### config.mk
export PLATFORM = sky130hd
export DESIGN_NAME = cal_mode_seq
export DESIGN_NICKNAME = d
export VERILOG_FILES = /design/src/rtl/cal_seq_pkg.sv /design/src/rtl/cal_seq_ctrl.sv /design/src/rtl/cal_coef_bank.sv /design/src/rtl/cal_data_reg.sv /design/src/rtl/cal_mode_seq.sv
export SDC_FILE = /design/constraint.sdc
export NUM_CORES = 1
export LEC_CHECK = 0
export BUFFER_PORTS_ARGS = -buffer_cell sky130_fd_sc_hd__buf_2
export CORE_UTILIZATION = 46
export DETAILED_ROUTE_END_ITERATION = 10
export GPL_TIMING_DRIVEN = 0
export PLACE_DENSITY_LB_ADDON = 0.15
export SLEW_MARGIN = 20
export SYNTH_ARGS = -nofsm -noshare
export SYNTH_HDL_FRONTEND = slang
export SYNTH_SLANG_ARGS = --single-unit
### constraint.sdc
create_clock -name clk -period 1.75 [get_ports clk]
set_input_delay 0.175 -clock clk [delete_from_list [all_inputs] [get_ports clk]]
set_output_delay 0.175 -clock clk [all_outputs]
set_load 0.01 [all_outputs]
### src/rtl/cal_seq_pkg.sv
// Shared encodings for the calibration mode sequencer.
package cal_seq_pkg;

    typedef enum logic [1:0] {
        MD_NORM = 2'b00,
        MD_SELF = 2'b01,
        MD_ZSYS = 2'b10,
        MD_FSYS = 2'b11
    } mode_e;

    typedef enum logic [1:0] {
        ST_IDLE = 2'b00,
        ST_ZERO = 2'b01,
        ST_FULL = 2'b10
    } step_e;

    typedef enum logic [1:0] {
        MX_EXT   = 2'b00,
        MX_SHORT = 2'b01,
        MX_VREF  = 2'b10
    } mux_e;

endpackage

### src/rtl/cal_seq_ctrl.sv
// Mode/step controller. It holds the mode and filter fields, steps through
// the calibration, steers the input mux and raises load enables for the
// coefficient bank and the data register.
// Assumes conv_done is a single-cycle pulse and that the setup strobe is
// already synchronous to clk.
module cal_seq_ctrl
    import cal_seq_pkg::*;
#(
    parameter int          CH_W      = 1,
    parameter logic [1:0]  FILT_INIT = 2'b01
) (
    input  logic            clk,
    input  logic            rst_n,
    input  logic            setup_wr,
    input  logic [1:0]      wr_mode,
    input  logic [1:0]      wr_filt,
    input  logic [CH_W-1:0] chan_sel,
    input  logic            conv_done,
    output logic [1:0]      mode_o,
    output logic [1:0]      filt_o,
    output logic [1:0]      mux_o,
    output logic            busy_o,
    output logic [CH_W-1:0] ch_o,
    output logic            ld_ofs_o,
    output logic            ld_gain_o,
    output logic            ld_data_o,
    output logic            wait_o
);

    mode_e            mode_q;
    step_e            step_q;
    logic [1:0]       filt_q;
    logic [CH_W-1:0]  ch_q;
    logic             wait_q;
    logic             idle;
    logic             cal_req;
    logic             last_step;

    assign idle      = (step_q == ST_IDLE);
    assign cal_req   = idle && setup_wr && (wr_mode != MD_NORM);
    assign last_step = !((step_q == ST_ZERO) && (mode_q == MD_SELF));

    // Mode field: accept writes only when idle, clear after the final step.
    always_ff @(posedge clk) begin
        if (!rst_n) begin
            mode_q <= MD_NORM;
        end else if (idle) begin
            if (setup_wr) mode_q <= mode_e'(wr_mode);
        end else if (conv_done && last_step) begin
            mode_q <= MD_NORM;
        end
    end

    // Filter field: loaded by any write accepted while idle.
    always_ff @(posedge clk) begin
        if (!rst_n)             filt_q <= FILT_INIT;
        else if (idle && setup_wr) filt_q <= wr_filt;
    end

    // Step sequencer: zero-scale before full-scale, one result per step.
    always_ff @(posedge clk) begin
        if (!rst_n) begin
            step_q <= ST_IDLE;
        end else if (cal_req) begin
            step_q <= (wr_mode == MD_FSYS) ? ST_FULL : ST_ZERO;
        end else if (!idle && conv_done) begin
            step_q <= last_step ? ST_IDLE : ST_FULL;
        end
    end

    // Target channel, sampled once on the request cycle.
    always_ff @(posedge clk) begin
        if (!rst_n)       ch_q <= '0;
        else if (cal_req) ch_q <= chan_sel;
    end

    // Data-wait flag: set by a request, cleared by a normal-mode result.
    always_ff @(posedge clk) begin
        if (!rst_n)         wait_q <= 1'b1;
        else if (cal_req)   wait_q <= 1'b1;
        else if (ld_data_o) wait_q <= 1'b0;
    end

    // Input steering per step; only self-calibration uses the internal paths.
    always_comb begin
        mux_o = MX_EXT;
        if (mode_q == MD_SELF) begin
            if (step_q == ST_ZERO) mux_o = MX_SHORT;
            if (step_q == ST_FULL) mux_o = MX_VREF;
        end
    end

    assign ld_ofs_o  = (step_q == ST_ZERO) && conv_done;
    assign ld_gain_o = (step_q == ST_FULL) && conv_done;
    assign ld_data_o = idle && conv_done && !cal_req;
    assign mode_o    = mode_q;
    assign filt_o    = filt_q;
    assign busy_o    = !idle;
    assign ch_o      = ch_q;
    assign wait_o    = wait_q;

    // a request is always followed by the flag being high.
    p_flag_rise_r3: assert property (@(posedge clk) disable iff (!rst_n)
        (idle && setup_wr && wr_mode != 2'b00) |=> wait_q);

    // the flag only falls after a normal-mode result.
    p_flag_fall_r3: assert property (@(posedge clk) disable iff (!rst_n)
        $fell(wait_q) |-> $past(conv_done && idle));

    // the final step's result returns the mode to normal.
    p_mode_clear_r8: assert property (@(posedge clk) disable iff (!rst_n)
        (!idle && conv_done && last_step) |=> (mode_q == MD_NORM && idle));

    // self-calibration moves from zero-scale to full-scale on the reference.
    p_self_order_r5: assert property (@(posedge clk) disable iff (!rst_n)
        (step_q == ST_ZERO && mode_q == MD_SELF && conv_done)
            |=> (step_q == ST_FULL && mux_o == MX_VREF));

    // a write during calibration leaves the filter field alone.
    p_ignore_wr_r10: assert property (@(posedge clk) disable iff (!rst_n)
        (!idle && setup_wr) |=> $stable(filt_q));

endmodule

### src/rtl/cal_coef_bank.sv
// Per-channel offset and gain coefficient registers. One channel is written
// per load enable; the others hold.
// Assumes ld_ofs and ld_gain are never both high in one cycle.
module cal_coef_bank #(
    parameter int           NUM_CH    = 2,
    parameter int           DW        = 16,
    parameter logic [DW-1:0] GAIN_INIT = 16'h8000,
    localparam int          CH_W      = (NUM_CH > 1) ? $clog2(NUM_CH) : 1
) (
    input  logic                 clk,
    input  logic                 rst_n,
    input  logic                 ld_ofs,
    input  logic                 ld_gain,
    input  logic [CH_W-1:0]      ch,
    input  logic [DW-1:0]        val,
    output logic [NUM_CH*DW-1:0] ofs_all,
    output logic [NUM_CH*DW-1:0] gain_all
);

    for (genvar g = 0; g < NUM_CH; g++) begin : g_ch
        localparam logic [CH_W-1:0] IDX = CH_W'(g);
        logic [DW-1:0] ofs_q;
        logic [DW-1:0] gain_q;

        // Offset of this channel: cleared on reset, loaded by a zero-scale step.
        always_ff @(posedge clk) begin
            if (!rst_n)                    ofs_q <= '0;
            else if (ld_ofs && ch == IDX)  ofs_q <= val;
        end

        // Gain of this channel: nominal on reset, loaded by a full-scale step.
        always_ff @(posedge clk) begin
            if (!rst_n)                    gain_q <= GAIN_INIT;
            else if (ld_gain && ch == IDX) gain_q <= val;
        end

        assign ofs_all[g*DW +: DW]  = ofs_q;
        assign gain_all[g*DW +: DW] = gain_q;
    end

    // a gain load never disturbs any offset.
    p_gain_only_r7: assert property (@(posedge clk) disable iff (!rst_n)
        (ld_gain && !ld_ofs) |=> $stable(ofs_all));

    // an offset load never disturbs any gain.
    p_ofs_only_r6: assert property (@(posedge clk) disable iff (!rst_n)
        (ld_ofs && !ld_gain) |=> $stable(gain_all));

endmodule

### src/rtl/cal_data_reg.sv
// Conversion data register, loaded with the result of a normal conversion.
// Assumes the load enable is only given in normal mode.
module cal_data_reg #(
    parameter int DW = 16
) (
    input  logic          clk,
    input  logic          rst_n,
    input  logic          ld,
    input  logic [DW-1:0] val,
    output logic [DW-1:0] data_q
);

    // Hold the latest normal-mode result.
    always_ff @(posedge clk) begin
        if (!rst_n)  data_q <= '0;
        else if (ld) data_q <= val;
    end

endmodule

### src/rtl/cal_mode_seq.sv
// Top of the calibration mode sequencer. It ties the mode controller, the
// coefficient bank and the data register together.
// Assumes a two-bit channel field; only its low CH_W bits address a channel.
module cal_mode_seq #(
    parameter int            NUM_CH    = 2,
    parameter int            DW        = 16,
    parameter logic [DW-1:0] GAIN_INIT = 16'h8000,
    parameter logic [1:0]    FILT_INIT = 2'b01
) (
    input  logic                 clk,
    input  logic                 rst_n,
    input  logic                 setup_wr,
    input  logic [1:0]           wr_mode,
    input  logic [1:0]           wr_filt,
    input  logic [1:0]           chan_sel,
    input  logic                 conv_done,
    input  logic [DW-1:0]        conv_result,
    output logic [1:0]           mode,
    output logic [1:0]           filt_sel,
    output logic [1:0]           in_mux,
    output logic                 cal_busy,
    output logic                 data_wait,
    output logic [DW-1:0]        data_word,
    output logic [NUM_CH*DW-1:0] ofs_all,
    output logic [NUM_CH*DW-1:0] gain_all
);

    localparam int CH_W = (NUM_CH > 1) ? $clog2(NUM_CH) : 1;

    logic [CH_W-1:0] cal_ch;
    logic            ld_ofs;
    logic            ld_gain;
    logic            ld_data;
    logic            unused_chan;

    assign unused_chan = ^chan_sel;

    cal_seq_ctrl #(
        .CH_W      (CH_W),
        .FILT_INIT (FILT_INIT)
    ) u_ctrl (
        .clk       (clk),
        .rst_n     (rst_n),
        .setup_wr  (setup_wr),
        .wr_mode   (wr_mode),
        .wr_filt   (wr_filt),
        .chan_sel  (chan_sel[CH_W-1:0]),
        .conv_done (conv_done),
        .mode_o    (mode),
        .filt_o    (filt_sel),
        .mux_o     (in_mux),
        .busy_o    (cal_busy),
        .ch_o      (cal_ch),
        .ld_ofs_o  (ld_ofs),
        .ld_gain_o (ld_gain),
        .ld_data_o (ld_data),
        .wait_o    (data_wait)
    );

    cal_coef_bank #(
        .NUM_CH    (NUM_CH),
        .DW        (DW),
        .GAIN_INIT (GAIN_INIT)
    ) u_coef (
        .clk      (clk),
        .rst_n    (rst_n),
        .ld_ofs   (ld_ofs),
        .ld_gain  (ld_gain),
        .ch       (cal_ch),
        .val      (conv_result),
        .ofs_all  (ofs_all),
        .gain_all (gain_all)
    );

    cal_data_reg #(
        .DW (DW)
    ) u_data (
        .clk    (clk),
        .rst_n  (rst_n),
        .ld     (ld_data),
        .val    (conv_result),
        .data_q (data_word)
    );

    // the data register is frozen while a calibration step runs.
    p_data_hold_r11: assert property (@(posedge clk) disable iff (!rst_n)
        cal_busy |=> $stable(data_word));

endmodule

==> results of run 1 <==
-- power by group --
| part | switching [mW] | internal, mW | total (mW) |
|---|---|---|---|
| clock network | 0.700 | 0.835 | 1.54 |
| logic | 0.224 | 0.133 | 0.357 |
| registers | 0.0305 | 2.06 | 2.09 |
| total | 0.955 | 3.03 | 3.98 |
-- metal layers --
layer / wire (µm) / share of wire [%] / track usage (%) / up-vias
li1: - / - / - / 1405
met1: 3930 / 46 / 32.6 / 1390
met2: 4070 / 47 / 40.1 / 89
met3: 529 / 6.2 / 4.72 / 6
met4: 46 / 0.54 / 8.31 / 0
met5: 0 / 0 / 0 / -
-- logic make-up (layout without fill, tap and decap cells) --
logic type             after synthesis  after routing  share of synthesized area, %
AO/OA/AOI/OAI                       72             72                          12.3
XOR/XNOR                             1              1                         0.281
buffers and inverters               32            157                          4.86
flip-flops                          88             88                          56.6
multiplexers                        19             19                          6.11
AND/OR/NAND/NOR                    123            123                          19.9
-- final timing paths --
check	to	start	slack [ns]
worst max register to register	u_coef.g_ch[1].gain_q[12]	u_ctrl.step_q[1]	0.31
worst min register to register	u_data.data_q[1]	u_data.data_q[1]	0.46
worst max-delay path	u_coef.g_ch[1].gain_q[12]	u_ctrl.step_q[1]	0.31
worst min-delay path	u_ctrl.filt_o[0]	wr_filt[0]	0.03
-- registers in the layout, summed over array words and instances, names as in the netlist --
| register | count |
|---|---|
| u_ctrl.ch_o | 1 |
| u_data.data_q | 16 |
| u_ctrl.wait_o | 1 |
| u_ctrl.step_q | 2 |
| u_coef.g_ch.gain_q | 32 |
| u_coef.g_ch.ofs_q | 32 |
| u_ctrl.filt_o | 2 |
| u_ctrl.mode_o | 2 |
-- through the flow --
stage          hold slack (ns)  total power [mW]  setup slack, ns
4_1_cts                 0.0275              4.00            0.337
3_5_place_dp             0.391              2.49            0.361
5_1_grt                 0.0311              4.13            0.187
2_1_floorplan            0.298              2.34            0.576
3_3_place_gp             0.390              2.49            0.354
6_report                0.0328              3.98            0.312
-- synth_stat cells, drive strengths merged --
cell type   n  share of area, %
nand4bb     2              0.72
nand4b      2              0.56
or3b        1              0.28
dfxtp      88                57
nor3b       2              0.64
nor2        2              0.48
mux2i      19               6.1
nand3b      1              0.24
nand3      69                11
o2111ai     1              0.28
xnor2       1              0.28
o2bb2ai     2              0.56
clkbuf     11               1.3
inv         3              0.36
a21boi      1              0.24
and2        1              0.20
o21ai      66                11
o22ai       1              0.40
nand2b      1              0.20
nand2      41               4.9
a21oi       1              0.16
buf        18               3.2
nor3        1              0.16
-- cells in the final DEF, fill, tap and decap left out, types with 2 or more instances in the layout --
cell type	count
clkbuf_1	11
clkbuf_8	10
o21ai_1	2
buf_2	120
dfxtp_1	88
inv_1	3
nand4bb_1	2
buf_6	2
mux2i_1	19
o2bb2ai_1	2
o21ai_0	64
nand2_1	41
buf_1	5
bufinv_16	2
nand3_1	68
nand4b_1	2
-- area by class of cell --
type                       instances  share of cell area, %
inverter                           3                  0.283
sequential                        88                   44.3
buffer                            29                   3.52
clock inverter                     5                   2.04
tap                               77                   2.42
timing repair buffer             110                   13.8
multi-input combinational        215                   30.2
clock buffer                      10                   3.46
-- worst min-delay path, cell delays in order --
cell	delay (ns)
buf_2	0.07
nand2_1	0.04
nand3_1	0.06
==> results.tsv, run 1 <==
metric	value	unit
worstPathMaxFanout	10	
relSlewSlack	64.6	%
slowest_stage	dfxtp_1	
drive_gt1_share	30.9	%
drt_iter0_markers	147	
ys_seq_area_share	56.6	%
io_buffers	110	
die_area	7100	µm²
syn_avg_cell_area	9.30	µm²
n_antenna_cell	0	
clock_latency	0.35	ns
placed_cell_area	3760	µm²
grt_usage	24.5	%
utilization	61.6	%
postCtsHoldBufs	0	
drtAntennaViolNets	0	
n_fill_cell	586	
gp_congestion	0.834	
vias	2890	
period_minus_slack	1.44	ns
regArea	1760	µm²
worstSetupEndpointType	flop	
clk_pin_slew	0.09	ns
reg2regPathDepth	5	
slowest_delay	0.35	ns
crit_cells	5	
leakagePower	1.86	nW
ys_warn_count	0	
drc_errors	12	
dpl.hpwl	6260	µm
cts_num_sinks	88	
hold_depth	3	
p_per_area	1000	nW/µm²
row_count	29	
rsz0062_at_grt	false	
synth_area	3110	µm²
vdd_drop_max	0.000608	V
die_h	84.3	µm
start_kind	flop	
worstSetupPathType	reg2reg	
multi_input_area	1200	µm²
syn-instance-count	335	
worst-path-buf-inv	2	
path_cells	buf_4, nand4b_1, clkbuf_1, nand3_1, o21ai_0	
cts_tree	done	
max_freq	0.696	GHz
dp.cells	522	
final_max_slew_viol_count	0	
cts-root-buf	clkbuf_8	
postCtsSetupRepairBufs	0	
cp.required	1.97	ns
violations	DRC	
syn2layout_area_growth	27.8	%
path_delay_family	buffers and inverters	
finalHoldViolCount	0	
synth_nets	361	
ys_types	30	
setup_viol	0	
wl	8570	µm
grt_max_degree	15	
fin_crit_sh	82.2	%
num-nets-final	482	
skew	0.00791	ns
worstPathArrival	1.66	ns
drv_cap	0	
htree_levels	3	
grt_pass1_wl	13300	µm
cts_resized	0	
status	finished, violations left	
vias_per_cell	5.38	
tightest_slew	0.531	ns
ys_ff_latch	88	
setup_tns	0	ns
die_w	84.3	µm
final_design_area_no_fill	3980	µm²
hp-class	in2reg	
initial_core_util	48.2	%
routedWlPerCell	16.0	µm
clockBufferDepth	2	
cts_buffers	9	
antenna_found_initial	0	
dr.pass1.iters	8	
layoutNonFillerInstCount	537	
gr-total-overflow	0	
ios	114	
coreArea	6460	µm²
grt_pass1_vias	2611	
No activity file was read; power rests on OpenSTA's default activity.
==> run 2, diff against run 1 <==
--- a/config.mk
+++ b/config.mk
@@ -5,6 +5,7 @@
 export SDC_FILE = /design/constraint.sdc
 export NUM_CORES = 1
 export LEC_CHECK = 0
+export ABC_AREA = 1
 export BUFFER_PORTS_ARGS = -buffer_cell sky130_fd_sc_hd__buf_2
 export CORE_UTILIZATION = 46
 export DETAILED_ROUTE_END_ITERATION = 10
==> constraint.sdc (replaced) <==
create_clock -name clk -period 1.4 [get_ports clk]
set_input_delay 0.14 -clock clk [delete_from_list [all_inputs] [get_ports clk]]
set_output_delay 0.14 -clock clk [all_outputs]
set_load 0.01 [all_outputs]
==> results.tsv, run 2 <==
metric	value	unit	change
pwr-share-seq	49.0	%	-3.5 points
tightest_slew	0.530	ns	-0.00197 ns
rsz0062_at_grt	true		
intPower	4.06	mW	+34%
cts_num_sinks	88		unchanged
vias	3284		+14%
status	finished, final reports clean		
ys_warn_count	0		unchanged
drive_gt1_share	29.5	%	-1.3 points
worstPathMaxFanout	3		-7
ys_ff_latch	88		unchanged
dr.pass1.iters	4		-4
wl_met2	4090	µm	+0.47%
synth_top_cells_by_count	104 x nor2_1, 88 x dfxtp_1, 78 x nand2_1, 35 x a21oi_1, 32 x o21ai_0		
row_count	30		+3.4%
reg2regPathDepth	7		+2
drt_iter0_markers	136		-7.5%
fin_crit_sh	98.4	%	
multi_input_area	1440	µm²	+19%
synth_edf_count	0		unchanged
coreArea	6910	µm²	+6.9%
ys_types	22		-27%
final_cell_mix	117 x buf_2, 104 x nor2_1, 86 x dfxtp_1		
ys_seq_area_share	52.5	%	-4.1 points
grt_pass1_wl	14000	µm	+5.3%
period_minus_slack	1.38	ns	
htree_levels	3		unchanged
p_per_area	1280	nW/µm²	+28%
synth-main-ff-cell	dfxtp_1		
hold_path.startpoint	wr_filt[1]		
dpl.hpwl	6570	µm	+5.0%
max_freq	0.726	GHz	
r2r-end	u_data.data_q[12]		
n_fill_cell	681		+16%
top_regs	u_coef.g_ch.gain_q x32, u_coef.g_ch.ofs_q x32, u_data.data_q x16		
synth_top_area_share	52.5	%	-4.1 points
final_common_cell	buf_2		
setup_viol	0		unchanged
vdd_drop_max	0.000697	V	+15%
synth.most_common_cell	nor2_1		
cp.required	1.26	ns	-0.71 ns
drtAntennaViolNets	0		unchanged
hp-class	in2reg		
start_kind	flop		
syn_avg_cell_area	7.73	µm²	-17%
placed_cell_area	4040	µm²	+7.3%
grt_max_degree	18		+3
grt_usage	24.1	%	-0.39 points
initial_core_util	48.6	%	+0.37 points
ys_top_cells_by_area	dfxtp_1 52%, nor2_1 12%, nand2_1 8.7%		
num-nets-final	591		+23%
die_h	87.4	µm	+3.7%
whs_endpoint	u_ctrl.filt_o[1]		
worstSetupEndpointType	output pin		
power	5.65	mW	+42%
relSlewSlack	64.7	%	+0.13 points
wl_met1	4120	µm	+5.0%
antenna_found_initial	0		unchanged
synth_area	3360	µm²	+7.8%
syn-instance-count	434		+30%
hold_depth	3		unchanged
leakagePower	2.03	nW	+8.9%
synthArstFlopShare	0	%	unchanged
gr-total-overflow	0		unchanged
cts_buffers	9		unchanged
drc_errors	0		-12
cts-root-buf	clkbuf_8		
met3_length	545	µm	+3.0%
layoutNonFillerInstCount	665		+24%
crit-reg2reg-launch	u_ctrl.step_q[1]		
clk_pin_slew	0.09	ns	about the same
dp.cells	642		+23%
reg2reg_slack	0.06	ns	-0.25 ns
gp_congestion	0.850		+1.9%
p_switching	1.58	mW	+66%
syn2layout_area_growth	30.9	%	
synth_nets	460		+27%
final_design_area_no_fill	4390	µm²	+10%
pwr-share-comb	18.2	%	+9.2 points
drv_cap	0		unchanged
utilization	63.6	%	+2.0 points
clockBufferDepth	2		unchanged
final_max_slew_viol_count	0		unchanged
ios	114		unchanged
setup_tns	0	ns	unchanged
cts_tree	done		
die_w	87.4	µm	+3.7%
yosysTopAreaCell	dfxtp_1		
io_buffers	112		+1.8%
finalHoldViolCount	0		unchanged
regArea	1770	µm²	+0.43%
routedWlPerCell	13.4	µm	-16%
vias_per_cell	4.94		-8.2%
grt_pass1_vias	2864		+9.7%
netSwitchingFraction	28.0	%	+4.1 points
worstPathArrival	1.24	ns	-0.42 ns
clock_latency	0.35	ns	about the same
n_antenna_cell	0		unchanged
worstSetupPathType	reg2out		
highest_layer	met4		
skew	0.00947	ns	+0.00156 ns
p_clk_share	32.8	%	-5.8 points
die_area	7640	µm²	+7.6%
wl	8920	µm	+4.1%
-- run 2: final cells by class --
cell class	count	area share (%)
Sequential cell	88	40.3
Tap cell	96	2.73
Multi-Input combinational cell	302	32.7
Buffer	24	3.33
Clock buffer	11	2.99
Inverter	19	1.79
Clock inverter	4	1.59
Timing Repair Buffer	121	14.6
-- run 2: metal layers --
metal  global-route usage [%]  vias to the layer above
li1                         -                     1673
met1                     32.3                     1507
met2                     38.6                       91
met3                     3.60                       13
met4                     10.6                        0
met5                        0                        -
-- run 2: per-stage QoR --
stage                     setup slack [ns]  hold slack (ns)
after floorplan                      0.117            0.253
after global placement              -0.143            0.343
after detailed placement            -0.152            0.349
after CTS                          0.00297           0.0232
after global routing               -0.0343           0.0844
final                               0.0224           0.0294
-- run 2: kinds of logic after synthesis --
logic type | count (synthesis) | share of synthesized area (%)
buffers and inverters | 44 | 5.89
and+or+nand+nor | 232 | 31.0
DFF | 88 | 52.5
AOI/OAI and AO/OA | 70 | 10.6
-- run 2: timing repair --
| action | 4_1_cts | 5_1_grt |
|---|---|---|
| setup buffers | 4 | 4 |
| hold endpoints to repair | 1 | 0 |
| hold buffers | 1 | 0 |
| resized for setup | 4 | 22 |
| pin swaps | 3 | 2 |
| setup endpoints to repair | 54 | 54 |
-- run 2: worst max path at each step --
stage                      from                   endpoint  slack (ns)  cells past startpoint
2_1_floorplan  u_ctrl.step_q[0]    u_coef.g_ch[0].ofs_q[0]        0.12                      6
3_3_place_gp   u_ctrl.step_q[0]    u_coef.g_ch[0].ofs_q[4]       -0.14                      6
4_1_cts        u_ctrl.step_q[0]                  in_mux[0]       0.003                      5
5_1_grt             u_ctrl.ch_o  u_coef.g_ch[0].gain_q[13]       -0.03                      6
3_5_place_dp   u_ctrl.step_q[0]    u_coef.g_ch[0].ofs_q[8]       -0.15                      6
6_report       u_ctrl.step_q[1]                  in_mux[1]        0.02                      3
-- run 2: power by group through the flow --
| stage | logic [mW] | clock network [mW] | registers [mW] |
|---|---|---|---|
| finish | 1.03 | 1.85 | 2.77 |
| global route | 1.15 | 1.99 | 2.79 |
| CTS | 0.974 | 1.88 | 2.77 |
| detailed placement | 0.946 | 0 | 2.82 |
| global placement | 0.927 | 0 | 2.82 |
| floorplan | 0.518 | 0 | 2.89 |
-- run 2: worst max-delay path: stages (launching register included) --
cell and delay, ns:
dfxtp_4 0.39, inv_2 0.06, nor4_1 0.25, buf_2 0.19
